### src/rtl/cfg_serial_loader.sv
module cfg_serial_loader #(
  parameter int SETTLE  = 4,
  parameter int HALF    = 4,
  parameter int TIMEOUT = 1_000_000
) (
  input  logic       clk,
  input  logic       rst_n,
  input  logic       start,
  input  logic [7:0] s_data,
  input  logic       s_valid,
  input  logic       s_last,
  output logic       s_ready,
  input  logic       init_n,
  input  logic       done,
  output logic       prog_n,
  output logic       cclk,
  output logic       dout,
  output logic       busy,
  output logic       ok,
  output logic       err,
  output logic       tmo
);
  localparam int TW   = $clog2(TIMEOUT + 1);
  localparam int PMAX = (SETTLE > HALF) ? SETTLE : HALF;
  localparam int CW   = $clog2(PMAX + 1);
  localparam logic [TW-1:0] T_END = TW'(TIMEOUT - 1);
  localparam logic [CW-1:0] S_END = CW'(SETTLE - 1);
  localparam logic [CW-1:0] H_END = CW'(HALF - 1);

  typedef enum logic [3:0] {
    ST_IDLE, ST_ARM, ST_REL, ST_FETCH, ST_LO, ST_SU, ST_HI, ST_FLO, ST_FHI
  } st_t;

  st_t           st;
  logic [TW-1:0] tmr;
  logic [CW-1:0] cnt;
  logic [7:0]    sh;
  logic [2:0]    bitn;
  logic          last_q, dout_q, ok_q, err_q, tmo_q;

  wire fault   = !init_n && !done;
  wire t_exp   = (tmr == T_END);
  wire in_fl   = (st == ST_FLO) || (st == ST_FHI);

  assign s_ready = (st == ST_FETCH) && !fault;
  assign prog_n  = (st != ST_ARM);
  assign cclk    = !((st == ST_LO) || (st == ST_SU) || (st == ST_FLO));
  assign dout    = dout_q;
  assign busy    = (st != ST_IDLE);
  assign ok      = ok_q;
  assign err     = err_q;
  assign tmo     = tmo_q;

  always_ff @(posedge clk or negedge rst_n) begin
    if (!rst_n) begin
      st     <= ST_IDLE;
      tmr    <= '0;
      cnt    <= '0;
      sh     <= '0;
      bitn   <= '0;
      last_q <= 1'b0;
      dout_q <= 1'b1;
      ok_q   <= 1'b0;
      err_q  <= 1'b0;
      tmo_q  <= 1'b0;
    end else begin
      case (st)
        ST_IDLE: if (start) begin
          st    <= ST_ARM;
          tmr   <= '0;
          ok_q  <= 1'b0;
          err_q <= 1'b0;
          tmo_q <= 1'b0;
        end
        ST_ARM, ST_REL: begin
          if ((st == ST_ARM) ? !init_n : init_n) begin
            st  <= (st == ST_ARM) ? ST_REL : ST_FETCH;
            tmr <= '0;
          end else if (t_exp) begin
            tmo_q <= 1'b1;
            st    <= ST_IDLE;
          end else begin
            tmr <= tmr + 1'b1;
          end
        end
        ST_FETCH: begin
          if (fault) begin
            err_q  <= 1'b1;
            dout_q <= 1'b1;
            st     <= ST_IDLE;
          end else if (s_valid) begin
            sh     <= s_data;
            last_q <= s_last;
            bitn   <= '0;
            cnt    <= '0;
            st     <= ST_LO;
          end
        end
        ST_LO: begin
          if (cnt == S_END) begin
            cnt    <= '0;
            dout_q <= sh[7];
            st     <= ST_SU;
          end else begin
            cnt <= cnt + 1'b1;
          end
        end
        ST_SU: begin
          if (cnt == S_END) begin
            cnt <= '0;
            st  <= ST_HI;
          end else begin
            cnt <= cnt + 1'b1;
          end
        end
        ST_HI: begin
          if (cnt == H_END) begin
            cnt  <= '0;
            sh   <= {sh[6:0], 1'b0};
            bitn <= bitn + 1'b1;
            if (bitn != 3'd7) begin
              st <= ST_LO;
            end else if (last_q) begin
              dout_q <= 1'b1;
              tmr    <= '0;
              st     <= ST_FLO;
            end else begin
              st <= ST_FETCH;
            end
          end else begin
            cnt <= cnt + 1'b1;
          end
        end
        default: begin
          if (in_fl && done) begin
            ok_q <= 1'b1;
            st   <= ST_IDLE;
          end else if (t_exp) begin
            tmo_q <= 1'b1;
            st    <= ST_IDLE;
          end else begin
            tmr <= tmr + 1'b1;
            if (cnt == H_END) begin
              cnt <= '0;
              st  <= (st == ST_FLO) ? ST_FHI : ST_FLO;
            end else begin
              cnt <= cnt + 1'b1;
            end
          end
        end
      endcase
    end
  end
endmodule

### config.mk
export PLATFORM = sky130hd
export DESIGN_NAME = cfg_serial_loader
export DESIGN_NICKNAME = d
export VERILOG_FILES = /design/src/rtl/cfg_serial_loader.sv
export SDC_FILE = /design/constraint.sdc
export NUM_CORES = 1
export LEC_CHECK = 0
export BUFFER_PORTS_ARGS = -buffer_cell sky130_fd_sc_hd__clkbuf_2
export CAP_MARGIN = 0
export CORE_ASPECT_RATIO = 0.8
export CORE_MARGIN = 2
export CORE_UTILIZATION = 45
export DETAILED_ROUTE_END_ITERATION = 16
export GPL_ROUTABILITY_DRIVEN = 0
export GPL_TIMING_DRIVEN = 0
export SYNTH_ARGS = -nofsm -noshare
export SYNTH_HDL_FRONTEND = slang
export SYNTH_SLANG_ARGS = --single-unit
### constraint.sdc
create_clock -name clk -period 3.32 [get_ports clk]
set_clock_uncertainty 0.2 [all_clocks]
set_input_delay 0.664 -clock clk [delete_from_list [all_inputs] [get_ports clk]]
set_output_delay 0.664 -clock clk [all_outputs]
set_load 0.01 [all_outputs]
* Word-level counts from Yosys, hierarchy flattened
Index checks and enable logic that the tools add are counted.
** Storage, ports and cells
- Bits in registers :: 43
- Memories kept :: 0
- Input bits :: 15
- Output and inout bits :: 8
- ROM bits :: 0
- Logic and storage cells :: 129
- Latch bits :: 0
- Bits in writable memories :: 0
** Cells by class
- Muxes and demuxes :: 51
- Add/sub/neg operators :: 3
- Div/mod/pow operators :: 0
- Bitwise operators :: 5
- Reduce and logical (&&, ||, !) cells :: 32
- Shifts and indexed selects :: 0
- Order comparisons :: 0
- Equal/unequal tests :: 28
- Multipliers :: 0
** Operators by type and width (count)
- $mux 20 :: 7
- $pmux 20 s4 :: 1
- $mux 4 :: 12
- $mux 3 :: 8
- $mux 8 :: 3
- $pmux 4 s6 :: 1
- $add 20x1->20 const B :: 1
- $eq 20x20->1 const B :: 1
- $eq 4x3->1 const B :: 4
- $ne 2x2->1 const B :: 8
- $pmux 8 s2 :: 1
- $mux 1 :: 12
- $ne 3x3->1 const B :: 4
- $reduce_and 6->1 :: 2
- $pmux 3 s3 :: 1
- $reduce_and 3->1 :: 3
- $reduce_or 3->1 :: 3
- $eq 4x2->1 const B :: 2
- $ne 4x1->1 const B :: 2
- $reduce_and 4->1 :: 2
- $reduce_and 7->1 :: 1
- $add 3x1->3 const B :: 2
- $pmux 1 s3 :: 2
- $pmux 3 s2 :: 1
- other kinds (20) :: 35

* Longest topological paths before layout
Gate-level depths: netlist of run 1.
- Depth after elaboration :: 6
- Gate-level depth with buffers :: 11
- Mapped depth without buffers :: 8

* Worst setup path after synthesis of run 1
No wires, ideal clock.
- Kind :: register -> register
- From :: register st[2]
- To :: register tmr[10]
- Data arrival time :: 2.438 ns
- Setup time :: 0.136 ns
- Required time :: 2.984 ns
- Buffers on the path :: 2
- Period minus slack after synthesis :: 2.775 ns
- Slack :: 0.545 ns
- Cell stages (with the launch flop) :: 11
- Cell sequence :: dfrtp_1 clkbuf_1 nor2_1 nand3_1 ha_1 nor2b_1 o21ai_0 o211ai_1 nor2_1 clkbuf_1 a21oi_1
** Between the ends
- Longest elaborated chain between the ends :: 5
- Elaborated cells between the ends (all ways) :: 23
- Those cells by class :: eq/ne (13); mux (3); bitwise (1); reduce/logical (6)
** RTL lines
- start, declared :: line 34 : st_t st;
- start signal, assigned :: line 77 : st <= (st == ST_ARM) ? ST_REL : ST_FETCH;
- start signal, assigned :: line 145 : st <= (st == ST_FLO) ? ST_FHI : ST_FLO;
- $eq 4x3->1 or $eq 4x4->1 (tied branches) :: line 43 : wire in_fl = (st == ST_FLO) || (st == ST_FHI);
- $logic_or 1x1->1 :: line 43
- $logic_and 1x1->1 :: line 135 : if (in_fl && done) begin
- $ne 4x1->1 (no source line)
- $reduce_and 6->1 (no source line)
- end signal, assigned :: line 83 : tmr <= tmr + 1'b1;
- end signal, assigned :: line 142 : tmr <= tmr + 1'b1;
- end, declared :: line 35 : logic [TW-1:0] tmr;
Several ways; a longest one is shown, not always the timed one.
A chain may end at the register's enable or synchronous reset.

* Worst setup path after layout of run 1
- From :: register st[2]
- To :: register tmr[1]
The elaborated chain is that of the path after synthesis.

==> flow_summary.yaml, run 1 <==
synth:
  netlist_area_sq_um: 2790
  ys_types: 66
  ys_seq_elements: 43
  netlist_instances: 306
  ys.flop_type: "dfrtp_1"
  ys_warn_count: 0
  synth-edff-count: 0
  async_flop_share_pct: 100
  syn_nets: 326
  avgSynthCellArea_sq_um: 9.11
  synth.yosys.seq_area_share_pct: 38.7
worst_hold_path:
  worstHoldEndpoint: "sh[5]$_DFFE_PN0P_"
  hold_depth: 2
  hp-start: "sh[5]$_DFFE_PN0P_"
  hold_path_class: "flip-flop to flip-flop"
cts:
  clockRootBuffer: "clkbuf_8"
  numCtsBuffers: 5
  cts_tree: "built"
  cts_max_level: 2
  clockBufferDepth: 2
  cts_sinks: 43
  clkTransAtPathRegs_ns: 0.09
  clk_latency_ns: 0.30
worst_setup_path:
  required_ns: 3.30
  cp_max_fo: 10
  worst_setup_path_start_kind: "flip-flop"
  r2r_cells: 10
  rr_endpoint: "tmr[1]$_DFFE_PN0P_"
  crit_start: "st[2]$_DFFE_PN0P_"
  timing.rr.start: "st[2]$_DFFE_PN0P_"
  critPathKind: "flip-flop to flip-flop"
  crit_path_end_kind: "flip-flop"
  slowest_stage: "dfrtp_1"
  reg2reg_setup_slack_ns: 0.21
  max_stage_delay_ns: 0.44
  cp_cell_sequence: "clkbuf_1, nor2_4, nand3_1, ha_1, nor2b_1, o21ai_0, o211ai_1, buf_2, o221ai_1, o31ai_1"
  cp.arrival_ns: 3.09
pwr:
  power_density_nw_per_um2: 871
  vdd_ir_drop_max_mv: 0.303
  p_leak_nw: 1.24
  p_total_mw: 2.70
global_routing:
  antenna_found_initial: 0
  gr-usage-all-layers_pct: 21.3
  grt_overflow_total: 0
  grt_pass1_vias: 2135
  grt_pass1_wl_um: 11400
  grt_max_degree: 44
placed_design:
  dp_cells: 409
  dp_slack_ns: -0.133
  dp.final_hpwl_um: 5010
  io_buffers: 22
drt:
  drt_drc_violations_left: 0
  vias: 2506
  antenna_left: 0
  dr.pass1.iters: 5
  drt_iter0_drc: 242
  wl_um: 7070
  via_per_inst: 6.01
  wl_per_cell_um: 16.9
timing:
  tightest_slew_ns: 1.11
  rsz0062_at_grt: "no"
  hold_viol_final: 0
  setup_slack_ns: 0.213
  setup_viol: 0
  relSlewSlack_pct: 25.8
  max_freq_ghz: 0.322
  fin_tns_setup_ns: 0
  finalCritPeriodShare_pct: 93.6
  slew_violations: 0
  post-route-min-period_ns: 3.11
final_layout:
  area_growth_pct: 11.4
  post-route-util_pct: 52.2
  layoutNonFillerInstCount: 417
  finalNetCount: 355
  diodes: 0
  layout-drive-gt1-share_pct: 18.8
floorplan:
  io_pins: 23
  rows: 25
  initial_core_util_pct: 46.9
  die_x_um: 92.0
  die_area_sq_um: 6840
  coreArea_sq_um: 5940
  die_h_um: 74.4
outcome:
  status: "completed"
run:
  cap_violations: 0
==> registers in the layout (all words and copies together), names as in the netlist <==
name    cells
bitn        3
cnt         3
dout        1
err         1
last_q      1
ok          1
sh          8
st          4
tmo         1
tmr        20
==> what timing repair did <==
| item | 4_1_cts | 5_1_grt |
|---|---|---|
| endpoints found under the setup margin | 10 | 16 |
| hold buffers | 0 | 0 |
| pin swaps | 0 | 0 |
| setup buffers | 0 | 0 |
| gates resized for setup | 2 | 4 |
| endpoints found under the hold margin | 0 | 0 |
==> cell families after synthesis <==
group | after synthesis | synth area share [%]
buf+inv | 31 | 6.47
simple gates | 114 | 24.4
fa+ha+maj | 5 | 2.25
flops | 43 | 38.7
mux | 14 | 5.16
compound gates | 97 | 22.5
xor+xnor | 2 | 0.629
==> metal layers <==
layer / GRT usage [%] / wire [um] / vias up
met1: 34.7 / 3720 / 1206
met2: 29.1 / 2880 / 76
met5: 0 / 0 / -
li1: - / - / 1218
met4: 4.15 / 46 / 0
met3: 3.55 / 427 / 6
==> cell usage after synthesis, types with 2 or more instances <==
library cell / n / area (sq um)
nor2_1: 11 / 41.3
a31oi_1: 3 / 18.8
mux2_2: 3 / 33.8
or4_1: 10 / 75.1
nand3_1: 14 / 70.1
o21ba_2: 2 / 20.0
a21oi_1: 22 / 110
o31ai_1: 12 / 90.1
nand3b_1: 2 / 15.0
dfrtp_1: 42 / 1050
a22oi_1: 4 / 30.0
or3_2: 2 / 15.0
nand4_1: 3 / 18.8
nor3_1: 5 / 25.0
nand2_1: 29 / 109
a22o_1: 3 / 26.3
clkbuf_1: 10 / 37.5
or4_2: 3 / 26.3
a21boi_0: 2 / 15.0
nor4b_1: 3 / 26.3
o21a_1: 3 / 22.5
inv_1: 11 / 41.3
buf_2: 3 / 15.0
nor4_1: 7 / 43.8
nand2b_1: 3 / 18.8
o211ai_1: 2 / 15.0
buf_6: 3 / 33.8
nor2b_1: 4 / 25.0
o21bai_1: 3 / 22.5
ha_1: 5 / 62.6
or4b_2: 2 / 20.0
o21ai_0: 27 / 135
or3_1: 4 / 25.0
mux2i_1: 11 / 110
o31a_1: 2 / 17.5
==> cells in the final DEF (no fill, tap or decap), drive strengths merged, types with 4 or more instances in the layout <==
cell / netlist / routed
a22oi: 4 / 4
nor4: 7 / 7
nand4: 5 / 5
nand2: 29 / 29
buf: 9 / 8
nand3: 14 / 14
mux2i: 11 / 11
or3: 6 / 6
nor3: 5 / 5
inv: 11 / 11
a21oi: 22 / 22
ha: 5 / 5
clkbuf: 11 / 39
nor2b: 4 / 4
dfrtp: 42 / 42
nor2: 12 / 12
o31ai: 12 / 12
o21ai: 28 / 28
or4: 14 / 14
==> metrics by stage <==
stage	area [sq um]	hold slack, ns
3_3_place_gp	3000	0.255
3_5_place_dp	3000	0.270
4_1_cts	3100	0.292
6_report	3100	0.285
5_1_grt	3100	0.312
2_1_floorplan	2790	0.168
==> how the worst max path moves through the flow <==
stage | to | slack, ns
finish | tmr[1]$_DFFE_PN0P_ | 0.21
global route | tmr[4]$_DFFE_PN0P_ | 0.004
CTS | tmr[1]$_DFFE_PN0P_ | 0.18
detailed placement | tmr[2]$_DFFE_PN0P_ | -0.13
global placement | tmr[4]$_DFFE_PN0P_ | -0.13
floorplan | tmr[10]$_DFFE_PN0P_ | 0.55
==> worst max-delay path, delay by kind of cell, from the launching register on <==
family | cells | cell delay, ns
compound gates | 4 | 0.82
flops | 1 | 0.44
fa+ha+maj | 1 | 0.36
simple gates | 3 | 0.57
buf+inv | 2 | 0.59
==> report_power, final <==
group	switching (mW)	internal, mW
registers	0.0981	0.666
logic	0.994	0.590
clock network	0.205	0.151
total	1.30	1.41
==> final cells by class <==
type                            instances  area [sq um]
Buffer                                 20           143
Clock buffer                            5          68.8
Clock inverter                          3          25.0
Fill cell                             560          2840
Inverter                               11          41.3
Multi-Input combinational cell        232          1540
Sequential cell                        43          1080
Tap cell                               81           101
Timing Repair Buffer                   22           110
(Power assumes the default switching activity.)
==> run 2, diff against run 1 <==
ABC_AREA = 1   (was unset)
CTS_CLUSTER_DIAMETER = 150   (was unset)
==> run 2 against run 1 <==
Net effect: final area grew 9.4%; clock-buffer cell count unchanged; power rose by 3.2%; non-clock buffer count fell by 9.
==> flow_summary.yaml, run 2 <==
worst_hold_path:
  hold_path_class: "flip-flop to flip-flop"
final_layout:
  layout-drive-gt1-share_pct: 11.0
  top_regs: "tmr: 20 flops, sh: 8 flops, st: 4 flops"
  most-common-layout-cells: "nand2_1, nor2_1, inv_1, nand3_1, dfrtp_1"
  diodes: 0
  largest_register: "tmr"
  fillers: 664
  finalNetCount: 530
  post-route-util_pct: 52.4
  layoutNonFillerInstCount: 595
  final_common_cell: "nand2_1"
  design_area_sq_um: 3390
  largest_reg_flops: 20
  area_growth_pct: 11.6
floorplan:
  die_h_um: 77.5
  rows: 26
  initial_core_util_pct: 47.0
  coreArea_sq_um: 6470
  die_area_sq_um: 7440
  io_pins: 23
  die_x_um: 95.9
worst_setup_path:
  cp_common_cell: "nand2_1"
  crit_path_end_kind: "flip-flop"
  max_stage_delay_ns: 0.47
  critPathKind: "flip-flop to flip-flop"
  slowest_stage: "dfrtp_1"
  worst_setup_path_start_kind: "flip-flop"
  cp.arrival_ns: 2.49
  cp_max_fo: 10
  cp_cell_sequence: "nor2_2, nand3_1, ha_1, clkbuf_1, nand3_1, nand2_1, nand2_1, nand2_1"
  required_ns: 3.37
placed_design:
  dp_cells: 587
  placed_area_sq_um: 3260
  dp.final_hpwl_um: 5770
  io_buffers: 22
timing:
  hold_viol_final: 0
  tightest_slew_ns: 1.12
  slew_violations: 0
  max_freq_ghz: 0.409
  finalCritPeriodShare_pct: 73.6
  relSlewSlack_pct: 25.5
  rsz0062_at_grt: "no"
  post-route-min-period_ns: 2.44
  setup_viol: 0
  fin_tns_setup_ns: 0
drt:
  wl_um: 7810
  vias: 3116
  wl_per_cell_um: 13.1
  drt_iter0_drc: 241
  dr.pass1.iters: 5
  antenna_left: 0
  drt_drc_violations_left: 0
  via_per_inst: 5.24
cts:
  cts_tree: "built"
  cts_max_level: 2
  cts_setup_buffers: 0
  clockBufferDepth: 2
  cts_sinks: 43
  clockRootBuffer: "clkbuf_8"
  clkTransAtPathRegs_ns: 0.09
  clk_latency_ns: 0.30
  cts-resized-gates: 0
  numCtsBuffers: 5
  cts_hold_buffers: 0
pwr:
  p_total_mw: 2.79
  power_frac_clock_pct: 17.9
  switching_share_pct: 48.4
  combPwrFrac_pct: 53.5
  p_seq_share_pct: 28.6
  vdd_ir_drop_max_mv: 0.404
  p_int_mw: 1.44
  p_leak_nw: 1.76
  power.switching_mw: 1.35
  power_density_nw_per_um2: 823
global_routing:
  grt_overflow_total: 0
  grt_max_degree: 44
  grt_pass1_vias: 2852
  gr-usage-all-layers_pct: 23.2
  antenna_found_initial: 0
  grt_pass1_wl_um: 13600
run:
  cap_violations: 0
synth:
  netlist_area_sq_um: 3040
  async_flop_share_pct: 100
  syn_nets: 501
  synth_top_area_share_pct: 34.6
  ys_seq_elements: 43
  synth_largest_area_cell: "dfrtp_1"
  synth-edff-count: 0
  synth_commonest_cells: "nand2_1, nor2_1, inv_1"
  ys_warn_count: 0
  ys_types: 31
  ys.flop_type: "dfrtp_1"
  synth.yosys.seq_area_share_pct: 35.4
  synth_area_leaders: "dfrtp_1, nand2_1, nand3_1"
  yosysMostFrequentCell: "nand2_1"
  netlist_instances: 481
  avgSynthCellArea_sq_um: 6.32
outcome:
  status: "completed"
run 2: metal layers:
| metal | part of all wire (%) | track usage, % | wire length (um) | vias up |
|---|---|---|---|---|
| met5 | 0 | 0 | 0 | - |
| met4 | 1.3 | 6.14 | 102 | 0 |
| met3 | 4.8 | 3.88 | 375 | 11 |
| met2 | 40 | 31.6 | 3130 | 87 |
| met1 | 54 | 37.0 | 4200 | 1432 |
| li1 | - | - | - | 1586 |
run 2: critical path, delay by kind of cell (launching register included):
| kind | cells | cell delay [ns] |
|---|---|---|
| fa+ha+maj | 1 | 0.44 |
| simple gates | 6 | 0.84 |
| flops | 1 | 0.47 |
| buf+inv | 1 | 0.44 |
run 2: cells by family (layout without fill, tap and decap cells):
kind of cell / Yosys count / count (layout) / share of synthesized area [%]
AOI/OAI and AO/OA: 43 / 43 / 7.86
xor gates and xnor gates: 4 / 4 / 1.15
adders and majority gates: 5 / 5 / 2.06
buffers and inverters: 66 / 96 / 8.88
DFF: 43 / 43 / 35.4
and+or+nand+nor: 320 / 320 / 44.6
run 2: through the flow:
step | hold slack [ns] | worst slack [ns]
detailed placement | 0.281 | 0.899
floorplan | 0.168 | 1.23
global placement | 0.275 | 0.952
finish | 0.290 | 0.877
global route | 0.341 | 0.630
CTS | 0.295 | 0.879
run 2: area by class of cell:
class	instances	area, sq um	area share [%]
buffer	11	63.8	1.88
clock buffer	5	68.8	2.03
clock inverter	3	67.6	1.99
inverter	55	206	6.08
multi-input combinational	372	1690	49.9
sequential	43	1080	31.7
tap	84	105	3.10
timing repair buffer	22	110	3.24
run 2: worst paths after layout:
check                                   from             endpoint  slack (ns)  cells after the start
setup / recovery           st[2]$_DFFE_PN0P_   tmr[5]$_DFFE_PN0P_        0.88                      8
hold / removal              dout$_DFFE_PN1P_     dout$_DFFE_PN1P_        0.29                      2
setup reg to reg           st[2]$_DFFE_PN0P_   tmr[5]$_DFFE_PN0P_        0.88                      8
hold reg to reg             dout$_DFFE_PN1P_     dout$_DFFE_PN1P_        0.29                      2
max in group asynchronous              rst_n  tmr[11]$_DFFE_PN0P_        1.88                      1
min in group asynchronous              rst_n    sh[4]$_DFFE_PN0P_        0.36                      1
run 2: power groups by stage:
stage | Combinational, mW | Sequential, mW | Clock [mW]
6_report | 1.49 | 0.800 | 0.498
5_1_grt | 1.73 | 0.820 | 0.531
4_1_cts | 1.50 | 0.798 | 0.517
3_5_place_dp | 1.49 | 0.806 | 0
3_3_place_gp | 1.47 | 0.806 | 0
2_1_floorplan | 1.09 | 0.787 | 0
